File: src/rtl/ide_irq_pkg.sv
package ide_irq_pkg;

  localparam int BYTE_W    = 8;
  localparam int NUM_CH    = 2;
  localparam int WIN_BITS  = 3;
  localparam int ADDR_W    = WIN_BITS + $clog2(NUM_CH);
  localparam int RDATA_W   = 32;
  localparam int PEND_LSB  = 2;
  localparam int MASK_LSB  = 4;

  typedef enum logic [1:0] {
    REG_CMD  = 2'd0,
    REG_MODE = 2'd1,
    REG_STAT = 2'd2,
    REG_TIME = 2'd3
  } reg_sel_e;

  // software status write: keep bit0, W1C bits 1-2, store bits 5-6
  function automatic logic [BYTE_W-1:0] stat_sw_write(input logic [BYTE_W-1:0] cur,
                                                      input logic [BYTE_W-1:0] wd);
    return (wd & 8'h60) | (cur & 8'h01) | (cur & ~wd & 8'h06);
  endfunction

  // hardware strobes applied on top of the software result
  function automatic logic [BYTE_W-1:0] stat_hw_apply(input logic [BYTE_W-1:0] base,
                                                      input logic act_set,
                                                      input logic act_clr,
                                                      input logic err_set,
                                                      input logic int_set);
    logic [BYTE_W-1:0] r;
    r    = base;
    r[0] = act_set | (base[0] & ~act_clr);
    r[1] = base[1] | err_set;
    r[2] = base[2] | int_set;
    return r;
  endfunction

  // interrupt level from pending and mask pairs
  function automatic logic irq_level(input logic [NUM_CH-1:0] pend,
                                     input logic [NUM_CH-1:0] mask);
    return |(pend & ~mask);
  endfunction

  function automatic logic [RDATA_W-1:0] wide_fill(input logic [1:0] size);
    return (size == 2'd1) ? {{(RDATA_W-16){1'b0}}, 16'hFFFF} : {RDATA_W{1'b1}};
  endfunction

endpackage

File: src/rtl/ide_addr_decode.sv
module ide_addr_decode
  import ide_irq_pkg::*;
(
  input  logic [ADDR_W-1:0] addr,
  input  logic [1:0]        size,
  input  logic              we,
  output logic              byte_acc,
  output logic              in_win,
  output logic [NUM_CH-1:0] ch_hit,
  output reg_sel_e          sel,
  output logic              wr_ok
);
  logic [$clog2(NUM_CH)-1:0] ch_idx;

  assign byte_acc = (size == 2'd0);
  assign in_win   = ~addr[WIN_BITS-1];
  assign ch_idx   = addr[ADDR_W-1:WIN_BITS];
  assign sel      = reg_sel_e'(addr[1:0]);
  assign wr_ok    = we & byte_acc & in_win;

  always_comb begin
    ch_hit = '0;
    ch_hit[ch_idx] = 1'b1;
  end
endmodule

File: src/rtl/ide_mode_reg.sv
module ide_mode_reg
  import ide_irq_pkg::*;
(
  input  logic              clk,
  input  logic              rst_n,
  input  logic              mask_we,
  input  logic [NUM_CH-1:0] mask_wd,
  input  logic [NUM_CH-1:0] chan_irq,
  output logic [BYTE_W-1:0] mode_q,
  output logic              irq_o
);
  logic [NUM_CH-1:0] pend_q;
  logic [NUM_CH-1:0] mask_q;

  always_ff @(posedge clk or negedge rst_n) begin
    if (!rst_n) begin
      pend_q <= '0;
      mask_q <= '0;
    end else begin
      pend_q <= chan_irq;
      if (mask_we) mask_q <= mask_wd;
    end
  end

  always_comb begin
    mode_q = '0;
    mode_q[PEND_LSB +: NUM_CH] = pend_q;
    mode_q[MASK_LSB +: NUM_CH] = mask_q;
  end

  assign irq_o = irq_level(pend_q, mask_q);

  a_r4_mask_holds: assert property (@(posedge clk) disable iff (!rst_n)
    !mask_we |=> $stable(mode_q[5:4]));
  a_r4_mask_takes: assert property (@(posedge clk) disable iff (!rst_n)
    mask_we |=> mode_q[5:4] == $past(mask_wd));
  a_r5_pend_follows: assert property (@(posedge clk) disable iff (!rst_n)
    1'b1 |=> mode_q[3:2] == $past(chan_irq));
  a_r6_all_masked: assert property (@(posedge clk) disable iff (!rst_n)
    mode_q[5:4] == 2'b11 |-> !irq_o);
  a_r6_none_pending: assert property (@(posedge clk) disable iff (!rst_n)
    mode_q[3:2] == 2'b00 |-> !irq_o);
endmodule

File: src/rtl/ide_chan_regs.sv
module ide_chan_regs
  import ide_irq_pkg::*;
(
  input  logic              clk,
  input  logic              rst_n,
  input  logic              wr_cmd,
  input  logic              wr_stat,
  input  logic              wr_time,
  input  logic [BYTE_W-1:0] wdata,
  input  logic              act_set,
  input  logic              act_clr,
  input  logic              err_set,
  input  logic              int_set,
  output logic [BYTE_W-1:0] cmd_q,
  output logic [BYTE_W-1:0] stat_q,
  output logic [BYTE_W-1:0] time_q
);
  logic [BYTE_W-1:0] stat_sw;
  logic [BYTE_W-1:0] stat_d;
  logic              hw_any;

  assign stat_sw = wr_stat ? stat_sw_write(stat_q, wdata) : stat_q;
  assign stat_d  = stat_hw_apply(stat_sw, act_set, act_clr, err_set, int_set);
  assign hw_any  = act_set | act_clr | err_set | int_set;

  always_ff @(posedge clk or negedge rst_n) begin
    if (!rst_n) begin
      cmd_q  <= '0;
      stat_q <= '0;
      time_q <= '0;
    end else begin
      if (wr_cmd)  cmd_q  <= wdata;
      if (wr_time) time_q <= wdata;
      stat_q <= stat_d;
    end
  end

  a_r7_sw_fields: assert property (@(posedge clk) disable iff (!rst_n)
    wr_stat && !hw_any |=> stat_q[0] == $past(stat_q[0]) &&
                           stat_q[6:5] == $past(wdata[6:5]) &&
                           stat_q[7] == 1'b0 && stat_q[4:3] == 2'b00);
  a_r7_quiet_holds: assert property (@(posedge clk) disable iff (!rst_n)
    !wr_stat && !hw_any |=> $stable(stat_q));
  a_r8_err_wins: assert property (@(posedge clk) disable iff (!rst_n)
    err_set |=> stat_q[1]);
  a_r8_int_wins: assert property (@(posedge clk) disable iff (!rst_n)
    int_set |=> stat_q[2]);
  a_r8_act_set_wins: assert property (@(posedge clk) disable iff (!rst_n)
    act_set |=> stat_q[0]);
  a_r8_act_clr: assert property (@(posedge clk) disable iff (!rst_n)
    act_clr && !act_set |=> !stat_q[0]);
  a_r9_cmd_holds: assert property (@(posedge clk) disable iff (!rst_n)
    !wr_cmd |=> $stable(cmd_q));
  a_r9_time_holds: assert property (@(posedge clk) disable iff (!rst_n)
    !wr_time |=> $stable(time_q));
endmodule

File: src/rtl/ide_irq_regs.sv
module ide_irq_regs
  import ide_irq_pkg::*;
(
  input  logic               clk,
  input  logic               rst_n,
  input  logic [3:0]         bus_addr,
  input  logic [1:0]         bus_size,
  input  logic               bus_we,
  input  logic [7:0]         bus_wdata,
  output logic [31:0]        bus_rdata,
  input  logic [1:0]         chan_irq,
  input  logic [1:0]         dma_act_set,
  input  logic [1:0]         dma_act_clr,
  input  logic [1:0]         dma_err_set,
  input  logic [1:0]         dma_int_set,
  output logic               irq_o
);
  logic              byte_acc;
  logic              in_win;
  logic [NUM_CH-1:0] ch_hit;
  reg_sel_e          sel;
  logic              wr_ok;
  logic [BYTE_W-1:0] mode_q;
  logic              mask_we;
  logic [BYTE_W-1:0] cmd_q  [NUM_CH];
  logic [BYTE_W-1:0] stat_q [NUM_CH];
  logic [BYTE_W-1:0] time_q [NUM_CH];
  logic [BYTE_W-1:0] rd_byte;

  ide_addr_decode u_dec (
    .addr     (bus_addr),
    .size     (bus_size),
    .we       (bus_we),
    .byte_acc (byte_acc),
    .in_win   (in_win),
    .ch_hit   (ch_hit),
    .sel      (sel),
    .wr_ok    (wr_ok)
  );

  assign mask_we = wr_ok && (sel == REG_MODE);

  ide_mode_reg u_mode (
    .clk      (clk),
    .rst_n    (rst_n),
    .mask_we  (mask_we),
    .mask_wd  (bus_wdata[MASK_LSB +: NUM_CH]),
    .chan_irq (chan_irq),
    .mode_q   (mode_q),
    .irq_o    (irq_o)
  );

  for (genvar c = 0; c < NUM_CH; c++) begin : g_ch
    logic wr_here;
    assign wr_here = wr_ok & ch_hit[c];
    ide_chan_regs u_regs (
      .clk     (clk),
      .rst_n   (rst_n),
      .wr_cmd  (wr_here && (sel == REG_CMD)),
      .wr_stat (wr_here && (sel == REG_STAT)),
      .wr_time (wr_here && (sel == REG_TIME)),
      .wdata   (bus_wdata),
      .act_set (dma_act_set[c]),
      .act_clr (dma_act_clr[c]),
      .err_set (dma_err_set[c]),
      .int_set (dma_int_set[c]),
      .cmd_q   (cmd_q[c]),
      .stat_q  (stat_q[c]),
      .time_q  (time_q[c])
    );
  end

  always_comb begin
    rd_byte = 8'hFF;
    for (int c = 0; c < NUM_CH; c++) begin
      if (ch_hit[c] && in_win) begin
        unique case (sel)
          REG_CMD:  rd_byte = cmd_q[c];
          REG_MODE: rd_byte = mode_q;
          REG_STAT: rd_byte = stat_q[c];
          REG_TIME: rd_byte = time_q[c];
        endcase
      end
    end
  end

  assign bus_rdata = byte_acc ? {{(RDATA_W-BYTE_W){1'b0}}, rd_byte} : wide_fill(bus_size);

  a_r3_wide_write_ignored: assert property (@(posedge clk) disable iff (!rst_n)
    bus_we && bus_size != 2'd0 |=> $stable(mode_q[5:4]) &&
      $stable(g_ch[0].u_regs.cmd_q) && $stable(g_ch[1].u_regs.cmd_q) &&
      $stable(g_ch[0].u_regs.time_q) && $stable(g_ch[1].u_regs.time_q));
  a_r3_wide_read_ones: assert property (@(posedge clk) disable iff (!rst_n)
    bus_size >= 2'd2 |-> bus_rdata == 32'hFFFF_FFFF);
  a_r2_byte_upper_zero: assert property (@(posedge clk) disable iff (!rst_n)
    bus_size == 2'd0 |-> bus_rdata[31:8] == 24'h0);
endmodule

File: config.mk
export PLATFORM = sky130hd
export DESIGN_NAME = ide_irq_regs
export DESIGN_NICKNAME = d
export VERILOG_FILES = /design/src/rtl/ide_irq_pkg.sv /design/src/rtl/ide_addr_decode.sv /design/src/rtl/ide_mode_reg.sv /design/src/rtl/ide_chan_regs.sv /design/src/rtl/ide_irq_regs.sv
export SDC_FILE = /design/constraint.sdc
export NUM_CORES = 1
export LEC_CHECK = 0
export BUFFER_PORTS_ARGS = -buffer_cell sky130_fd_sc_hd__buf_2
export CAP_MARGIN = 15
export CORE_UTILIZATION = 40
export DETAILED_ROUTE_END_ITERATION = 6
export HOLD_SLACK_MARGIN = 0.1
export PLACE_DENSITY_LB_ADDON = 0.3
export SYNTH_ARGS = -nofsm -noshare
export SYNTH_HDL_FRONTEND = slang
export SYNTH_SLANG_ARGS = --single-unit
File: constraint.sdc
create_clock -name clk -period 1.39 [get_ports clk]
set_clock_uncertainty 0.2 [all_clocks]
set_input_delay 0.0695 -clock clk [delete_from_list [all_inputs] [get_ports clk]]
set_output_delay 0.0695 -clock clk [all_outputs]
set_load 0.01 [all_outputs]
After elaboration in Yosys (flattened, before gate mapping) --
Index checks and enable logic that the tools add are counted.
Storage, ports and cells: flip-flop bits (word level) 52, output and inout port bits 33, logic and storage cells 63
Cells by class: $lt $le $gt $ge 2, eq/ne operators 4, mux-type cells 10, bitwise logic cells 24, reduce and logical (&&, ||, !) cells 13
Operators with widths (number):
- 32-bit 2-to-1 mux | 2
- 8-bit one-hot mux with 4 select lines | 2
- 8-bit 2-to-1 mux | 2
- 7-bit by 1-bit OR with 7-bit output | 2
- 7-bit by 3-bit OR with 7-bit output | 2
- 1-bit logical AND | 10
- 1-bit AND | 6
- 3-bit AND | 2
- 3-bit 2-to-1 mux | 2
- 1-bit OR | 6
- 2-bit by 1-bit == test with 1-bit output, second input constant | 2
- 2-bit == test, second input constant | 2
- 2-bit zero test | 2
- 1-bit NOT | 3
- 3-bit NOT | 1
- 2-bit AND | 1
- 1-bit by 2-bit < comparator with 1-bit output, second input constant | 1
- 2-bit NOT | 1
- 2-bit OR reduction | 1
- 1-bit demux with 1-bit select | 1
- 1-bit greater-or-equal comparator, second input constant | 1
- 1-bit 2-to-1 mux | 1

Longest topological paths before layout --
Gate-level depths: netlist of run 1.
word-level depth 9, gate-level depth with buffers 6

Modules after synthesis --
Synthesis of run 1 repeated with hierarchy kept, for this count alone.
Unflattened totals: cells, all modules 223, area total of the unflattened synthesis 2792.7 um2
Modules (own cells, without submodules):
- ide_chan_regs | instances 2, cells each 51, area an instance 870.8 um2, sequential area each 525.5 um2
- ide_irq_regs | instances 1, cells each 100, area an instance 832.0 um2, sequential area each 0.0 um2
- ide_mode_reg | instances 1, cells each 14, area an instance 170.2 um2, sequential area each 100.1 um2
- ide_addr_decode | instances 1, cells each 7, area an instance 48.8 um2, sequential area each 0.0 um2

Worst setup path after synthesis of run 1 --
No wires, ideal clock.
path type input-to-reg, from input port bus_addr[2], to register g_ch[0].u_regs.time_q[0], setup time 0.125 ns, arrival time 1.111 ns, path slack -0.046 ns, stages 4, path buffers 1, cells stage by stage nor4b_4 and3_1 buf_6 mux2_2
On the way: word-level cells in the longest chain between the ends 4
Ends and longest elaborated chain:
- from (decl) | RTL line ide_irq_regs.sv:6 | input logic [3:0] bus_addr,
- 1-bit NOT | RTL line ide_addr_decode.sv:16 | assign in_win = ~addr[WIN_BITS-1];
- 1-bit AND | RTL line ide_addr_decode.sv:19 | assign wr_ok = we & byte_acc & in_win;
- 1-bit AND | RTL line ide_irq_regs.sv:55 | assign wr_here = wr_ok & ch_hit[c];
- 1-bit logical AND | RTL line ide_irq_regs.sv:61 | .wr_time (wr_here && (sel == REG_TIME)),
- to (signal assigned) | RTL line ide_chan_regs.sv:33 | if (wr_time) time_q <= wdata;
- to (decl) | RTL line ide_chan_regs.sv:16 | output logic [BYTE_W-1:0] time_q
No other way between the ends. A chain may end at the register's enable or synchronous reset.

Worst setup path after layout of run 1 --
from register g_ch[0].u_regs.time_q[2], to output port bus_rdata[2]
On the way: word-level cells in the longest chain between the ends 4
Ends and longest elaborated chain:
- 8-bit one-hot mux with 4 select lines | RTL line ide_irq_regs.sv:77 | unique case (sel)
- 8-bit 2-to-1 mux (2 in series) | RTL line ide_irq_regs.sv:76 | if (ch_hit[c] && in_win) begin
- 32-bit 2-to-1 mux | RTL line ide_irq_regs.sv:87 | assign bus_rdata = byte_acc ? {{(RDATA_W-BYTE_W){1'b0}}, rd_byte} : wide_fill(bus_size);
- to (decl) | RTL line ide_irq_regs.sv:10 | output logic [31:0] bus_rdata,
No other way between the ends.

==> flow_summary.toml, run 1 <==
[outcome]
status = "finished, violations left"
violations = "setup timing"

[placement]
dpl-instance-area_sq_um = 2800
finalWeightedCongestion = 0.791
dp_hpwl_um = 4010
portBuffers = 59
dp_cells = 325

[synth]
synth_cell_types = 29
synth-edff-count = 0
synth-xor-area-share_pct = 0
yosys.area.top_type_share_pct = 48.2
synth_cells = 192
async_reset_ff_share_pct = 100
synthFlopType = "dfrtp_1"
yosys-top-cells-area = "dfrtp_1 48%, mux2_2 22%, buf_4 6.9%, a221oi_1 4.4%, buf_6 1.9%"
syn_area_per_cell_sq_um = 12.4
ys_seq_area_share_pct = 48.2
synth.area.mux_share_pct = 24.4
synthSimpleGateAreaFrac_pct = 6.76
yosysTopAreaCell = "dfrtp_1"
syn-cell-area_sq_um = 2390
synth_fa_ha_area_share_pct = 0
ys_seq_elements = 46
synth_common_cells = "46 x dfrtp_1, 46 x mux2_2, 22 x buf_4"
synth_top_family_by_area = "multiplexers"
synth_nets = 219
synth_compound_area_share_pct = 9.12
yosys_warnings = 0

[critical_path]
endpoint = "bus_rdata[2]"
critPathLaunch = "g_ch[0].u_regs.time_q[2]"
crit-reg2reg-launch = "u_mode.mask_q[0]"
reg2reg_depth = 2
cp-end-kind = "output port"
critPathMaxFanout = 2
path_class = "flip-flop to output port"
start_kind = "flip-flop"
cp_data_arrival_time_ns = 1.49
cp.required_ns = 1.12
r2r_end = "u_mode.mask_q[0]"
rrSetupSlack_ns = 0.29

[detailed_routing]
drc = 0
wl_um = 5780
ant_nets = 0
wl_per_cell_um = 16.3
routed_via_density = 5.19
drt_iter0_markers = 97
vias = 1839
drt_pass1_iterations = 4

[clock_tree]
cts_tree = "done"
cts.sinks = 46
clk_pin_slew_ns = 0.09
root_buffer = "clkbuf_8"
insertion_delay_ns = 0.29
htreeDepth = 2
cts_buffers = 5
clk_path_buf_depth = 2

[power]
irDropWorstVdd_uv = 646
leakage_nw = 1.59
power_density_nw_per_um2 = 971

[timing]
tightestPinTransition_ns = 0.347
slew_viol_final = 0
max_freq_ghz = 0.569
rsz0062_at_grt = "yes"
layout_min_cycle_time_ns = 1.76
min_period_over_period_pct = 126
fin_tns_setup_ns = -2.02
whs_ns = 0.212
hold_viol = 0
relSlewSlack_pct = 76.9
setup_ws_ns = -0.368
setup_viol = 8

[die]
initial_core_util_pct = 42.3
die_h_um = 79.3
die_w_um = 79.3
core_sq_um = 5640
dieArea_sq_um = 6280
num_rows = 27
ioPinCount = 60

[cells_and_area]
insertedDiodeCount = 0
fillers = 493
postLayoutCellArea_sq_um = 3210
fin_cells = 354
drive_above_1_share_pct = 58.9
area_growth_pct = 34.6
final_nets = 308
final_core_util_pct = 57.0

[worst_hold_path]
hold_class = "primary input to flip-flop"

[grt]
grt_overflow = 0
grtUsageTotal_pct = 19.7
grt_pass1_wl_um = 9110
grt_start_max_net_pins = 47
antenna_found_initial = 0
grt_pass1_vias = 1827

[flow_run]
maxCapViolCount = 0
[registers in the layout, indices dropped and copies added, names as in the netlist]
register,count
g_ch.u_regs.cmd_q,16
u_mode.pend_q,2
g_ch.u_regs.stat_q,10
u_mode.mask_q,2
g_ch.u_regs.time_q,16
[power by group]
group          internal (mW)  switching [mW]  total [mW]
logic                  0.382           0.282       0.664
clock network          0.401           0.467       0.867
registers               1.49          0.0956        1.59
[metrics by stage]
| stage | power [mW] | setup WS, ns |
|---|---|---|
| 2_1_floorplan | 1.93 | -0.0460 |
| 3_3_place_gp | 2.14 | -0.242 |
| 3_5_place_dp | 2.16 | -0.267 |
| 4_1_cts | 3.12 | -0.371 |
| 5_1_grt | 3.26 | -0.456 |
| 6_report | 3.12 | -0.368 |
[cell type report]
| class | count | area [sq um] | area share [%] |
|---|---|---|---|
| tap | 72 | 90.1 | 2.80 |
| timing repair buffer | 112 | 766 | 23.8 |
| clock buffer | 6 | 82.6 | 2.57 |
| multi-input combinational | 104 | 1060 | 33.1 |
| clock inverter | 2 | 12.5 | 0.389 |
| sequential | 46 | 1150 | 35.8 |
| inverter | 12 | 47.5 | 1.48 |
[logic make-up (layout without fill, tap and decap cells)]
| family | count (synthesis) | count (layout) |
|---|---|---|
| buffers and inverters | 42 | 132 |
| muxes | 50 | 50 |
| AOI/OAI and AO/OA | 30 | 30 |
| and+or+nand+nor | 24 | 24 |
| DFF | 46 | 46 |
[worst max-delay path, stage by stage, from the launching register on]
cell	delay (ns)
dfrtp_1	0.39
mux4_2	0.47
nor2_1	0.12
o21ai_1	0.08
buf_2	0.14
[timing repair]
| action | in CTS | in global routing |
|---|---|---|
| buffers inserted | 1 | 2 |
| setup endpoints to repair | 9 | 22 |
| gates resized for setup | 21 | 7 |
| gates cloned | 0 | 0 |
| pin swaps | 4 | 5 |
| hold buffers | 20 | 0 |
| endpoints found under the hold margin | 92 | 0 |
[how the worst min path moves through the flow]
stage | from | cells after the start | slack, ns | to
after floorplan | rst_n | 0 | -0.43 | g_ch[0].u_regs.cmd_q[0]
after global placement | rst_n | 2 | -0.13 | g_ch[0].u_regs.stat_q[0]
after detailed placement | rst_n | 2 | -0.13 | g_ch[0].u_regs.stat_q[0]
after CTS | bus_size[1] | 5 | 0.19 | u_mode.mask_q[0]
after global routing | chan_irq[0] | 2 | 0.21 | u_mode.pend_q[0]
final | bus_addr[3] | 4 | 0.21 | g_ch[1].u_regs.cmd_q[1]
[cell usage in the layout, fill, tap and decap left out, types with 6 or more instances in the layout]
master / synthesis / layout
inv_1: 12 / 11
buf_4: 22 / 31
a31oi_1: 6 / 6
clkbuf_8: 0 / 6
dlygate4sd3_1: 0 / 20
dfrtp_1: 46 / 46
buf_2: 3 / 58
a221oi_2: 0 / 10
mux2_2: 46 / 41
nor2_1: 7 / 7
[per-layer routing]
layer | vias to the layer above | GRT usage (%) | wire [um]
li1 | 850 | - | -
met1 | 908 | 25.4 | 2540
met2 | 70 | 32.3 | 2890
met3 | 11 | 4.14 | 235
met4 | 0 | 7.45 | 109
met5 | - | 0 | 0
No activity file was read; power rests on OpenSTA's default activity.
==> run 2: changes to the inputs <==
==> constraint.sdc (replaced) <==
create_clock -name clk -period 2.2 [get_ports clk]
set_clock_uncertainty 0.2 [all_clocks]
set_input_delay 0.11 -clock clk [delete_from_list [all_inputs] [get_ports clk]]
set_output_delay 0.11 -clock clk [all_outputs]
set_load 0.01 [all_outputs]
==> flow_summary.toml, run 2 (synthesis results as in run 1) <==
[detailed_routing]
ant_nets = 0
routed_via_density = 5.42
wl_um = 5470
vias = 1782
drc = 0
wl_per_cell_um = 16.6
drt_pass1_iterations = 4
drt_iter0_markers = 84

[critical_path]
cp-end-kind = "output port"
cp_data_arrival_time_ns = 1.56
cp_slowest_cell = "mux4_2"
critPathMaxFanout = 2
slowest_delay_ns = 0.46
path_class = "flip-flop to output port"
cp.required_ns = 1.89
start_kind = "flip-flop"
path_cells = "mux4_2 -> nor2_1 -> o21ai_0 -> buf_2"

[timing]
setup_viol = 0
rsz0062_at_grt = "no"
max_freq_ghz = 0.534
hold_viol = 0
layout_min_cycle_time_ns = 1.87
relSlewSlack_pct = 60.9
tightestPinTransition_ns = 0.586
setup_ws_ns = 0.328
fin_tns_setup_ns = 0
slew_viol_final = 0
min_period_over_period_pct = 85.1

[cells_and_area]
insertedDiodeCount = 0
final_common_cell = "buf_2"
final_cell_mix = "59 x buf_2, 46 x mux2_2, 46 x dfrtp_1, 23 x dlygate4sd3_1"
fin_cells = 329
final_nets = 283
area_growth_pct = 21.6
drive_above_1_share_pct = 48.6
reg.largest.list = "g_ch.u_regs.cmd_q x16, g_ch.u_regs.time_q x16, g_ch.u_regs.stat_q x10"

[power]
power_density_nw_per_um2 = 645
irDropWorstVdd_uv = 408
leakage_nw = 1.38

[clock_tree]
insertion_delay_ns = 0.29
htreeDepth = 2
cts_tree = "done"
cts_buffers = 5
cts.repair.resized = 0
postCtsSetupRepairBufs = 0
cts.sinks = 46
clk_path_buf_depth = 2
root_buffer = "clkbuf_8"
clk_pin_slew_ns = 0.09
ctsHoldBuffers = 23

[grt]
grt_pass1_vias = 1714
grt_start_max_net_pins = 47
grtUsageTotal_pct = 18.6
antenna_found_initial = 0
grt_pass1_wl_um = 8670
grt_overflow = 0

[die]
core_sq_um = 5640
num_rows = 27
ioPinCount = 60
die_h_um = 79.3
die_w_um = 79.3
dieArea_sq_um = 6280
initial_core_util_pct = 42.3

[outcome]
status = "finished clean"

[worst_hold_path]
hold_class = "primary input to flip-flop"

[placement]
dp_hpwl_um = 3660
dp_cells = 298
dp_slack_ns = 0.283
finalWeightedCongestion = 0.784
portBuffers = 59

[flow_run]
maxCapViolCount = 0
run 2: path summary, 6_finish.rpt:
path / to / startpoint / cells after the start / slack [ns]
worst max-delay path: bus_rdata[2] / g_ch[1].u_regs.stat_q[2] / 4 / 0.33
worst min-delay path: u_mode.mask_q[1] / bus_size[0] / 4 / 0.10
worst max register to register: g_ch[1].u_regs.stat_q[2] / g_ch[1].u_regs.stat_q[2] / 3 / 0.74
worst min register to register: g_ch[1].u_regs.time_q[2] / g_ch[1].u_regs.time_q[2] / 1 / 0.31
max in group asynchronous: g_ch[0].u_regs.stat_q[6] / rst_n / 3 / 1.17
min in group asynchronous: g_ch[0].u_regs.stat_q[0] / rst_n / 3 / 0.23
run 2: area by class of cell:
cell class	count	area, sq um
clock buffers	7	86.3
inverters	12	45.0
well taps	72	90.1
clock inverters	1	5.00
multi-input cells	104	962
fillers	493	2740
flip-flops and latches	46	1150
repair buffers	87	563
run 2: metal layers:
| layer | GRT usage (%) | vias to the layer above | wire, um |
|---|---|---|---|
| met2 | 31.5 | 84 | 2680 |
| met4 | 4.55 | 0 | 65 |
| met5 | 0 | - | 0 |
| met3 | 3.91 | 7 | 455 |
| met1 | 24.1 | 884 | 2270 |
| li1 | - | 807 | - |
run 2: per-stage QoR:
step	power [mW]	hold slack, ns	util (%)	area, sq um
after CTS	1.89	0.104	51.5	2900
after global placement	1.31	0.0221	45.8	2580
final	1.87	0.103	51.5	2900
after detailed placement	1.33	0.0215	45.8	2580
after global routing	1.96	0.140	51.5	2900
after floorplan	1.22	-0.386	-	2390
run 2: worst max-delay path: cells and delay by family, from the launching register on:
kind            cells  cell delay (ns)
flops               1             0.41
buf+inv             1             0.17
compound gates      1             0.13
mux                 1             0.46
simple gates        1             0.09
run 2: power breakdown:
part / leakage [nW] / internal [mW] / switching [mW]
registers: 0.584 / 0.944 / 0.0531
clock network: 0.0482 / 0.254 / 0.286
logic: 0.753 / 0.187 / 0.149
total: 1.38 / 1.38 / 0.488
